<file path="src/rtl/plock_pkg.sv">
package plock_pkg;

   localparam int KIND_W = 3;

   typedef enum logic [KIND_W-1:0] {
      ACC_IDLE     = 3'd0,
      ACC_TBL_RD   = 3'd1,
      ACC_FLASH_WR = 3'd2,
      ACC_FLASH_RD = 3'd3,
      ACC_EXT_RUN  = 3'd4
   } acc_kind_e;

   // protection level from which each access is refused
   localparam int LVL_BLOCK_XTBL = 1;
   localparam int LVL_BLOCK_WR   = 1;
   localparam int LVL_BLOCK_RD   = 2;
   localparam int LVL_BLOCK_RUN  = 3;

endpackage

</file>
<file path="src/rtl/plock_store.sv">
module plock_store #(
   parameter int                LOCK_W    = 3,
   parameter int                IDX_W     = 2,
   parameter logic [LOCK_W-1:0] LOCK_INIT = '0
) (
   input  logic              clk,
   input  logic              por_n,
   input  logic              rst_n,
   input  logic              prog_req,
   input  logic [IDX_W-1:0]  prog_idx,
   input  logic              erase_req,
   output logic [LOCK_W-1:0] bits
);

   logic [LOCK_W-1:0] hit;
   logic [LOCK_W-1:0] bits_d;

   for (genvar g = 0; g < LOCK_W; g++) begin : g_hit
      assign hit[g] = prog_req && (prog_idx == IDX_W'(g));
   end

   // set-only update; erase wins; nothing moves under hardware reset
   always_comb begin
      bits_d = bits;
      if (rst_n) begin
         if (erase_req) bits_d = '0;
         else           bits_d = bits | hit;
      end
   end

   always_ff @(posedge clk or negedge por_n) begin
      if (!por_n) bits <= LOCK_INIT;
      else        bits <= bits_d;
   end

endmodule

</file>
<file path="src/rtl/plock_level.sv">
module plock_level #(
   parameter int LOCK_W = 3,
   parameter int LVL_W  = 2,
   parameter bit THERMO = 1'b0
) (
   input  logic [LOCK_W-1:0] bits,
   output logic [LVL_W-1:0]  lvl
);

   if (THERMO) begin : g_thermo
      // level counts only the unbroken run of set bits from bit 0
      always_comb begin
         logic run;
         lvl = '0;
         run = 1'b1;
         for (int i = 0; i < LOCK_W; i++) begin
            run = run & bits[i];
            if (run) lvl = LVL_W'(i + 1);
         end
      end
   end else begin : g_highest
      // level follows the highest set bit
      always_comb begin
         lvl = '0;
         for (int i = 0; i < LOCK_W; i++) begin
            if (bits[i]) lvl = LVL_W'(i + 1);
         end
      end
   end

endmodule

</file>
<file path="src/rtl/plock_pin.sv">
module plock_pin #(
   parameter bit EA_POR = 1'b0
) (
   input  logic clk,
   input  logic por_n,
   input  logic rst_n,
   input  logic ea_pin,
   input  logic lb_first,
   output logic ea_fault
);

   logic ea_q;

   always_ff @(posedge clk or negedge por_n) begin
      if (!por_n)      ea_q <= EA_POR;
      else if (!rst_n) ea_q <= ea_pin;
   end

   assign ea_fault = lb_first && (ea_q != ea_pin);

endmodule

</file>
<file path="src/rtl/plock_gate.sv">
module plock_gate
   import plock_pkg::*;
#(
   parameter int LVL_W = 2
) (
   input  logic [LVL_W-1:0]  lvl,
   input  logic              acc_valid,
   input  logic [KIND_W-1:0] acc_kind,
   input  logic              acc_from_ext,
   output logic              grant_tbl,
   output logic              grant_wr,
   output logic              grant_rd,
   output logic              grant_run
);

   localparam logic [LVL_W-1:0] TH_XTBL = LVL_W'(LVL_BLOCK_XTBL);
   localparam logic [LVL_W-1:0] TH_WR   = LVL_W'(LVL_BLOCK_WR);
   localparam logic [LVL_W-1:0] TH_RD   = LVL_W'(LVL_BLOCK_RD);
   localparam logic [LVL_W-1:0] TH_RUN  = LVL_W'(LVL_BLOCK_RUN);

   acc_kind_e kind;
   assign kind = acc_kind_e'(acc_kind);

   always_comb begin
      grant_tbl = 1'b0;
      grant_wr  = 1'b0;
      grant_rd  = 1'b0;
      grant_run = 1'b0;
      if (acc_valid) begin
         case (kind)
            ACC_TBL_RD:   grant_tbl = !acc_from_ext || (lvl < TH_XTBL);
            ACC_FLASH_WR: grant_wr  = lvl < TH_WR;
            ACC_FLASH_RD: grant_rd  = lvl < TH_RD;
            ACC_EXT_RUN:  grant_run = lvl < TH_RUN;
            default:      ;
         endcase
      end
   end

endmodule

</file>
<file path="src/rtl/plock_ctrl.sv">
module plock_ctrl
   import plock_pkg::*;
#(
   parameter int                LOCK_W        = 3,
   parameter logic [LOCK_W-1:0] LOCK_INIT     = '0,
   parameter bit                EA_POR        = 1'b0,
   parameter bit                THERMO_LADDER = 1'b0
) (
   input  logic                      clk,
   input  logic                      por_n,
   input  logic                      rst_n,
   input  logic                      prog_req,
   input  logic [$clog2(LOCK_W)-1:0] prog_idx,
   input  logic                      erase_req,
   input  logic                      ea_pin,
   input  logic                      acc_valid,
   input  logic [KIND_W-1:0]         acc_kind,
   input  logic                      acc_from_ext,
   output logic                      grant_tbl,
   output logic                      grant_wr,
   output logic                      grant_rd,
   output logic                      grant_run,
   output logic                      ea_fault
);

   localparam int IDX_W = $clog2(LOCK_W);
   localparam int LVL_W = $clog2(LOCK_W + 1);

   if (LOCK_W != 3) begin : g_bad_width
      $error("plock_ctrl: the protection ladder needs exactly three lock bits");
   end

   logic [LOCK_W-1:0] lock_bits;
   logic [LVL_W-1:0]  lvl;

   plock_store #(
      .LOCK_W    (LOCK_W),
      .IDX_W     (IDX_W),
      .LOCK_INIT (LOCK_INIT)
   ) u_store (
      .clk       (clk),
      .por_n     (por_n),
      .rst_n     (rst_n),
      .prog_req  (prog_req),
      .prog_idx  (prog_idx),
      .erase_req (erase_req),
      .bits      (lock_bits)
   );

   plock_level #(
      .LOCK_W (LOCK_W),
      .LVL_W  (LVL_W),
      .THERMO (THERMO_LADDER)
   ) u_level (
      .bits (lock_bits),
      .lvl  (lvl)
   );

   plock_gate #(
      .LVL_W (LVL_W)
   ) u_gate (
      .lvl          (lvl),
      .acc_valid    (acc_valid),
      .acc_kind     (acc_kind),
      .acc_from_ext (acc_from_ext),
      .grant_tbl    (grant_tbl),
      .grant_wr     (grant_wr),
      .grant_rd     (grant_rd),
      .grant_run    (grant_run)
   );

   plock_pin #(
      .EA_POR (EA_POR)
   ) u_pin (
      .clk      (clk),
      .por_n    (por_n),
      .rst_n    (rst_n),
      .ea_pin   (ea_pin),
      .lb_first (lock_bits[0]),
      .ea_fault (ea_fault)
   );

endmodule

</file>
<file path="config.mk">
export PLATFORM = sky130hd
export DESIGN_NAME = plock_ctrl
export DESIGN_NICKNAME = d
export VERILOG_FILES = /design/src/rtl/plock_pkg.sv /design/src/rtl/plock_store.sv /design/src/rtl/plock_level.sv /design/src/rtl/plock_pin.sv /design/src/rtl/plock_gate.sv /design/src/rtl/plock_ctrl.sv
export SDC_FILE = /design/constraint.sdc
export NUM_CORES = 1
export LEC_CHECK = 0
export CORE_AREA = 8 8 45 47
export CTS_CLUSTER_DIAMETER = 60
export DETAILED_ROUTE_END_ITERATION = 10
export DIE_AREA = 0 0 53 55
export MAX_ROUTING_LAYER = met4
export SYNTH_ARGS = -nofsm -noshare
export SYNTH_HDL_FRONTEND = slang
export SYNTH_SLANG_ARGS = --single-unit
</file>
<file path="constraint.sdc">
create_clock -name clk -period 1.4 [get_ports clk]
set_input_delay 0.42 -clock clk [delete_from_list [all_inputs] [get_ports clk]]
set_output_delay 0.42 -clock clk [all_outputs]
set_load 0.01 [all_outputs]
</file>
* Yosys cells after proc, flatten, opt, wreduce, memory -nomap -nowiden
Index checks and enable logic that the tools add are counted.
** Operators by class
- Reduce and logical (&&, ||, !) cells :: 7
- Mux-type cells :: 12
- Bitwise logic cells :: 1
- $lt $le $gt $ge :: 3
- Eq/ne operators :: 7
** Operator list (count)
- 1-bit 2-to-1 mux :: 9
- 3-bit by 2-bit == test with 1-bit output (second input constant) :: 2
- 1-bit logical AND :: 4
- 2-bit < comparator (second input constant) :: 2
- 2-bit 2-to-1 mux :: 2
- 3-bit by 1-bit == test with 1-bit output (second input constant) :: 1
- 3-bit == test (second input constant) :: 1
- 3-bit 2-to-1 mux :: 1
- 3-bit bitwise OR :: 1
- 2-bit by 1-bit == test with 1-bit output (second input constant) :: 1
- 2-bit == test (second input constant) :: 1
- 2-bit zero test :: 1
- 2-bit by 1-bit < comparator with 1-bit output (second input constant) :: 1
- 1-bit zero test :: 1
- 1-bit logical OR :: 1
- 1-bit != test :: 1
** Storage, ports and cells
- Input bits :: 13
- Register bits :: 4
- Logic and storage cells :: 32

* Longest topological paths before layout
Gate-level depths: netlist of run 1.
- Word-level depth :: 7
- Mapped depth :: 2
- Mapped depth without buffers :: 2

* Hierarchy
From an unflattened synthesis of run 1, not the netlist that was laid out.
** Second synthesis, totals
- Cells, all modules :: 25
- Area, all modules :: 285.3 um^2
** By module, submodules not included
- plock_store :: sequential area each 75.1 um^2, area each 133.9 um^2, cells an instance 9, times used 1
- plock_gate :: sequential area each 0.0 um^2, area each 82.6 um^2, cells an instance 9, times used 1
- plock_pin :: sequential area each 25.0 um^2, area each 51.3 um^2, cells an instance 4, times used 1
- plock_level :: sequential area each 0.0 um^2, area each 17.5 um^2, cells an instance 3, times used 1

* Least setup slack after synthesis of run 1
No wires, ideal clock.
- Path type :: input -> output
- Start :: in acc_kind[0]
- End :: out grant_wr
- Stages :: 2
- Arrival :: 1.080 ns
- Data required time :: 0.980 ns
- Slack :: -0.100 ns
- Cells stage by stage :: or3b_4 -> nor4_4
** On the way
- Word-level cells in the longest chain between the ends :: 3
** RTL lines
- start, declared :: RTL line plock_ctrl.sv:17 : input logic [KIND_W-1:0] acc_kind,
- 3-bit by 2-bit == test with 1-bit output :: RTL line plock_gate.sv:30 : case (kind)
- 1-bit 2-to-1 mux :: RTL line plock_gate.sv:30
- 1-bit 2-to-1 mux :: RTL line plock_gate.sv:29 : if (acc_valid) begin
- end, declared :: RTL line plock_ctrl.sv:20 : output logic grant_wr,
No other way between the ends.

* Worst setup path in the final report of run 1
- Start :: in acc_valid
- End :: out grant_run
** On the way
- Word-level cells in the longest chain between the ends :: 1
** RTL lines
- start, declared :: RTL line plock_ctrl.sv:16 : input logic acc_valid,
- 1-bit 2-to-1 mux :: RTL line plock_gate.sv:29
- end, declared :: RTL line plock_ctrl.sv:22 : output logic grant_run,
No other way between the ends.

==> results.sh, run 1 <==
export IMPL_status="finished, violations left"
export IMPL_violations="negative setup slack"
export IMPL_tns_ps=-1028
export IMPL_cts_tree="built"
export IMPL_syn_inst=21
export IMPL_numPortBuffers=17
export IMPL_synthDistinctLibCells=14
export IMPL_htreeDepth=1
export IMPL_synth_seq_cells=4
export IMPL_critPathArrivalTime_ps=1310
export IMPL_via_per_inst=4.469
export IMPL_rsz0062_at_grt="yes"
export IMPL_drt_initial_drc_count=2
export IMPL_cts_clk_slew_worst_paths_ps=40
export IMPL_fmax_mhz=577.8
export IMPL_dieHeight_microns=55
export IMPL_cp_start_kind="primary input"
export IMPL_die_area_sq_um=2915
export IMPL_setup_viol=5
export IMPL_antenna_cells=0
export IMPL_wl_per_cell_microns=13.38
export IMPL_post_cts_setup_buffers=0
export IMPL_clock_sinks=4
export IMPL_max_stage_delay_ps=400
export IMPL_antenna_found_initial=0
export IMPL_fin_area_sq_um=513.0
export IMPL_rows=14
export IMPL_drcViolationCount=0
export IMPL_max_slew_margin_rel=0.8457
export IMPL_avgSynthCellArea_sq_um=12.39
export IMPL_routed_via_count=286
export IMPL_grt_pass1_vias=325
export IMPL_drv_slew=0
export IMPL_cts_root_buf="clkbuf_4"
export IMPL_drv_cap=0
export IMPL_min_period_over_period=1.236
export IMPL_crit_type="primary input to output pin"
export IMPL_grtUsageTotal=0.06828
export IMPL_dp_slack_ps=-1101
export IMPL_routabilityCongestion=0.7685
export IMPL_layout_drive_gt1_share=0.5208
export IMPL_io_pins=18
export IMPL_clock_path_buffers=2
export IMPL_final_antenna_net_count=0
export IMPL_start_util=0.1881
export IMPL_die_w_microns=53
export IMPL_syn_area_sq_um=260.3
export IMPL_place_hpwl_microns=693.7
export IMPL_tightest_slew_ps=228.4
export IMPL_grt_max_degree=6
export IMPL_critPathLaunch="acc_valid"
export IMPL_drt_wl_total_microns=856
export IMPL_leakagePower_uw=0.0002328
export IMPL_core_sq_um=1384
export IMPL_hold_ws_ps=387.4
export IMPL_yosysWarnings=0
export IMPL_cp_max_fo=2
export IMPL_worstPathRequired_ps=980
export IMPL_dr_pass1_iters=2
export IMPL_p_total_uw=395.2
export IMPL_worstPathCellList="clkdlybuf4s15_1, or3b_4, nor3b_2, buf_2"
export IMPL_clock_latency_ps=230
export IMPL_nets=63
export IMPL_hold_class="primary input to asynchronous set/reset pin"
export IMPL_areaGrowthSynthToFinish_pct=97.12
export IMPL_synth_nets=34
export IMPL_finalWorstSetupSlack_ps=-330.7
export IMPL_peakVddDrop_v=0.0003738
export IMPL_grt_remaining_overflow=0
export IMPL_period_minus_slack_ps=1731
export IMPL_critPathCaptureType="output pin"
export IMPL_r2r_start="u_store.bits[1]"
export IMPL_grt_pass1_wl_microns=1386
export IMPL_numCtsBuffers=3
export IMPL_power_density_nw_per_um2=770.3
export IMPL_placed_cell_area_sq_um=503.0
export IMPL_fin_skew_ps=0
export IMPL_cp_slowest_cell="or3b_4"
export IMPL_yosysSeqAreaShare=0.3846
export IMPL_hold_buffers=0
export IMPL_hold_viol_final=0
==> worst paths after layout <==
path                                    to  slack, ps  cells past startpoint
max                              grant_run       -330                      4
min                        u_store.bits[0]        390                      1
max reg2reg                u_store.bits[1]        630                      2
min reg2reg                     u_pin.ea_q        520                      1
max in group asynchronous  u_store.bits[1]        850                      1
min in group clk                u_pin.ea_q        450                      2
==> where the power goes <==
group	switching (uW)	internal, uW	total (uW)
sequential	6.84	127	134
clock	48.3	96.0	144
combinational	42.8	74.3	117
==> layout make-up <==
| cell class | instances | area (sq um) |
|---|---|---|
| clock buffers | 3 | 22.52 |
| well taps | 16 | 20.02 |
| repair buffers | 24 | 192.7 |
| multi-input cells | 17 | 177.7 |
| flip-flops and latches | 4 | 100.1 |
| fillers | 147 | 870.8 |
==> repair_timing <==
action / 4_1_cts / 5_1_grt
gates resized for setup: 31 / 8
setup endpoints to repair: 5 / 5
pin swaps: 6 / 8
==> sequential cells by signal, summed over array words and instances, names as in the netlist <==
register	cells
u_store.bits	3
u_pin.ea_q	1
==> cells by family after synthesis <==
family / count (synthesis) / share of synthesized area
simple gates: 11 / 0.4039
compound gates: 4 / 0.1346
flops: 4 / 0.3846
xor+xnor: 1 / 0.03366
mux: 1 / 0.04327
==> per-stage QoR <==
stage               utilization  std cells
floorplan                     -         21
global route             0.3707         64
detailed placement       0.3635         61
finish                   0.3707         64
CTS                      0.3617         64
global placement         0.3635         61
==> routing by layer <==
layer,part of all wire,vias to the layer above,track usage,routed length [microns]
met3,0.13,0,0.03476,114
met4,0,0,0.06897,0
met2,0.40,20,0.08594,340
met5,0,-,-,0
met1,0.47,125,0.07339,401
li1,-,141,-,-
==> critical path, delay by kind of cell <==
kind	cells	cell delay (ps)
buffers and inverters	2	330
AND/OR/NAND/NOR	2	550
==> placed cells by master, fill, tap and decap left out, types with 2 or more instances in the layout <==
cell type	synthesis	final
and4b_1	2	2
clkdlybuf4s15_1	0	2
dfrtp_1	4	4
clkbuf_2	0	2
clkdlybuf4s50_1	0	7
clkbuf_4	0	3
buf_6	0	2
a2bb2oi_1	3	3
buf_2	0	5
buf_4	0	6
nor3_2	0	2
==> Yosys cell counts <==
cell type / number / share of area
xor2_1: 1 / 0.034
nand3b_1: 1 / 0.029
a2bb2oi_1: 3 / 0.10
and4b_1: 2 / 0.077
o31a_1: 1 / 0.034
nor3_1: 2 / 0.038
or3b_4: 1 / 0.043
nand2b_1: 1 / 0.024
dfrtp_1: 4 / 0.38
nor4bb_1: 1 / 0.038
mux2_2: 1 / 0.043
nor3b_2: 1 / 0.048
and2_1: 1 / 0.024
nor4_4: 1 / 0.082
No activity file was read; power rests on OpenSTA's default activity.
==> run 2, diff against run 1 <==
==> constraint.sdc (replaced) <==
create_clock -name clk -period 1.4 [get_ports clk]
set_input_delay 0.42 -clock clk [delete_from_list [all_inputs] [get_ports clk]]
set_output_delay 0.42 -clock clk [all_outputs]
set_load 0.02 [all_outputs]
==> results.sh, run 2 (synthesized netlist as in run 1, its figures left out) <==
export IMPL_grt_remaining_overflow=0
export IMPL_numPortBuffers=17
export IMPL_final_antenna_net_count=0
export IMPL_numCtsBuffers=3
export IMPL_drt_wl_total_microns=846
export IMPL_worstPathRequired_ps=980
export IMPL_grtUsageTotal=0.07103
export IMPL_post_cts_setup_buffers=0
export IMPL_placed_cell_area_sq_um=506.7
export IMPL_dieHeight_microns=55
export IMPL_path_delay_family="simple AND/OR/NAND/NOR gates"
export IMPL_max_slew_margin_rel=0.8440
export IMPL_hold_class="primary input to asynchronous set/reset pin"
export IMPL_cts_tree="built"
export IMPL_critPathBufInv=1
export IMPL_fmax_mhz=573.6
export IMPL_rows=14
export IMPL_drv_slew=0
export IMPL_clock_path_buffers=2
export IMPL_drcViolationCount=0
export IMPL_nets=62
export IMPL_cts_root_buf="clkbuf_4"
export IMPL_tightest_slew_ps=230.9
export IMPL_cts_clk_slew_worst_paths_ps=40
export IMPL_tns_ps=-1162
export IMPL_hold_buffers=0
export IMPL_grt_max_degree=6
export IMPL_crit_type="register to output pin"
export IMPL_peakVddDrop_v=0.0004091
export IMPL_fin_skew_ps=0
export IMPL_start_util=0.1881
export IMPL_critPathArrivalTime_ps=1320
export IMPL_die_area_sq_um=2915
export IMPL_setup_viol=5
export IMPL_regMostFlops="u_store.bits"
export IMPL_routabilityCongestion=0.7671
export IMPL_final_common_cell="buf_4"
export IMPL_core_sq_um=1384
export IMPL_via_per_inst=4.492
export IMPL_worstPathCellList="or3b_4, nor3b_2, buf_4"
export IMPL_dr_pass1_iters=2
export IMPL_grt_pass1_vias=324
export IMPL_htreeDepth=1
export IMPL_antenna_cells=0
export IMPL_r2r_start="u_store.bits[2]"
export IMPL_drt_initial_drc_count=1
export IMPL_drv_cap=0
export IMPL_antenna_found_initial=0
export IMPL_io_pins=18
export IMPL_largest_reg_flops=3
export IMPL_cp_start_kind="register"
export IMPL_min_period_over_period=1.245
export IMPL_dp_cells=60
export IMPL_status="finished, violations left"
export IMPL_place_hpwl_microns=720.6
export IMPL_rrSetupSlack_ps=620
export IMPL_final_cells=63
export IMPL_postLayoutCoreUtil=0.3788
export IMPL_areaGrowthSynthToFinish_pct=101.4
export IMPL_fin_area_sq_um=524.3
export IMPL_hold_viol_final=0
export IMPL_max_stage_delay_ps=400
export IMPL_violations="negative setup slack"
export IMPL_rsz0062_at_grt="yes"
export IMPL_routed_via_count=283
export IMPL_clock_latency_ps=230
export IMPL_die_w_microns=53
export IMPL_period_minus_slack_ps=1743
export IMPL_layout_common_cells="buf_4 (9), clkdlybuf4s50_1 (7), dfrtp_1 (4)"
export IMPL_dp_slack_ps=-1170
export IMPL_grt_pass1_wl_microns=1414
export IMPL_critPathCaptureType="output pin"
export IMPL_layout_drive_gt1_share=0.5532
export IMPL_power_density_nw_per_um2=763.5
export IMPL_finalWorstSetupSlack_ps=-343.3
export IMPL_leakagePower_uw=0.0002341
export IMPL_wl_per_cell_microns=13.43
export IMPL_worstReg2RegEnd="u_store.bits[2]"
export IMPL_ff2ff_path_depth=2
export IMPL_cp_max_fo=2
export IMPL_top_regs="u_store.bits (3), u_pin.ea_q (1)"
export IMPL_cp_slowest_cell="or3b_4"
export IMPL_clock_sinks=4
[run 2: changes by cell type in the layout (fill, tap and decap cells not counted)]
| cell | change |
|---|---|
| and2_4 | +1 |
| nor3_4 | +1 |
| and2_1 | -1 |
| clkdlybuf4s15_1 | -2 |
| buf_6 | +1 |
| buf_4 | +3 |
| dlygate4sd2_1 | +1 |
| clkbuf_2 | -1 |
| nor3_2 | -1 |
| buf_2 | -3 |
[run 2: stage by stage]
stage	hold WS, ps	total power, uW
CTS	403.3	403.8
detailed placement	515.1	258.8
finish	398.0	400.3
global placement	507.7	257.9
floorplan	124.4	179.9
global route	405.1	426.6
[run 2: timing repair]
action | CTS | global route
pin swaps | 7 | 2
setup endpoints to repair | 5 | 5
resized for setup | 43 | 4
[run 2: area by class of cell]
class,count,area [sq um]
fill,153,859.6
timing repair buffer,23,195.2
multi-input combinational,17,186.4
sequential,4,100.1
clock buffer,3,22.52
tap,16,20.02
[run 2: worst max-delay path by stage]
stage,from,end,slack (ps),cells after the start
global route,u_store.bits[2],grant_run,-420,3
floorplan,acc_kind[0],grant_run,-200,2
finish,u_store.bits[2],grant_run,-340,3
detailed placement,acc_valid,grant_wr,-1170,4
global placement,acc_valid,grant_wr,-1140,4
CTS,u_store.bits[2],grant_wr,-490,3
[run 2: per-layer routing]
| metal | global-route usage | wire (microns) |
|---|---|---|
| met1 | 0.08079 | 388 |
| met2 | 0.09180 | 331 |
| met3 | 0.03743 | 104 |
| met4 | 0.05172 | 21 |
| met5 | - | 0 |
[run 2: report_power, final]
group	internal (uW)	leakage, uW	switching, uW
logic	76.3	0.000169	50.2
registers	127	0.0000516	6.31
clock network	95.7	0.0000138	44.9
total	299	0.000234	101
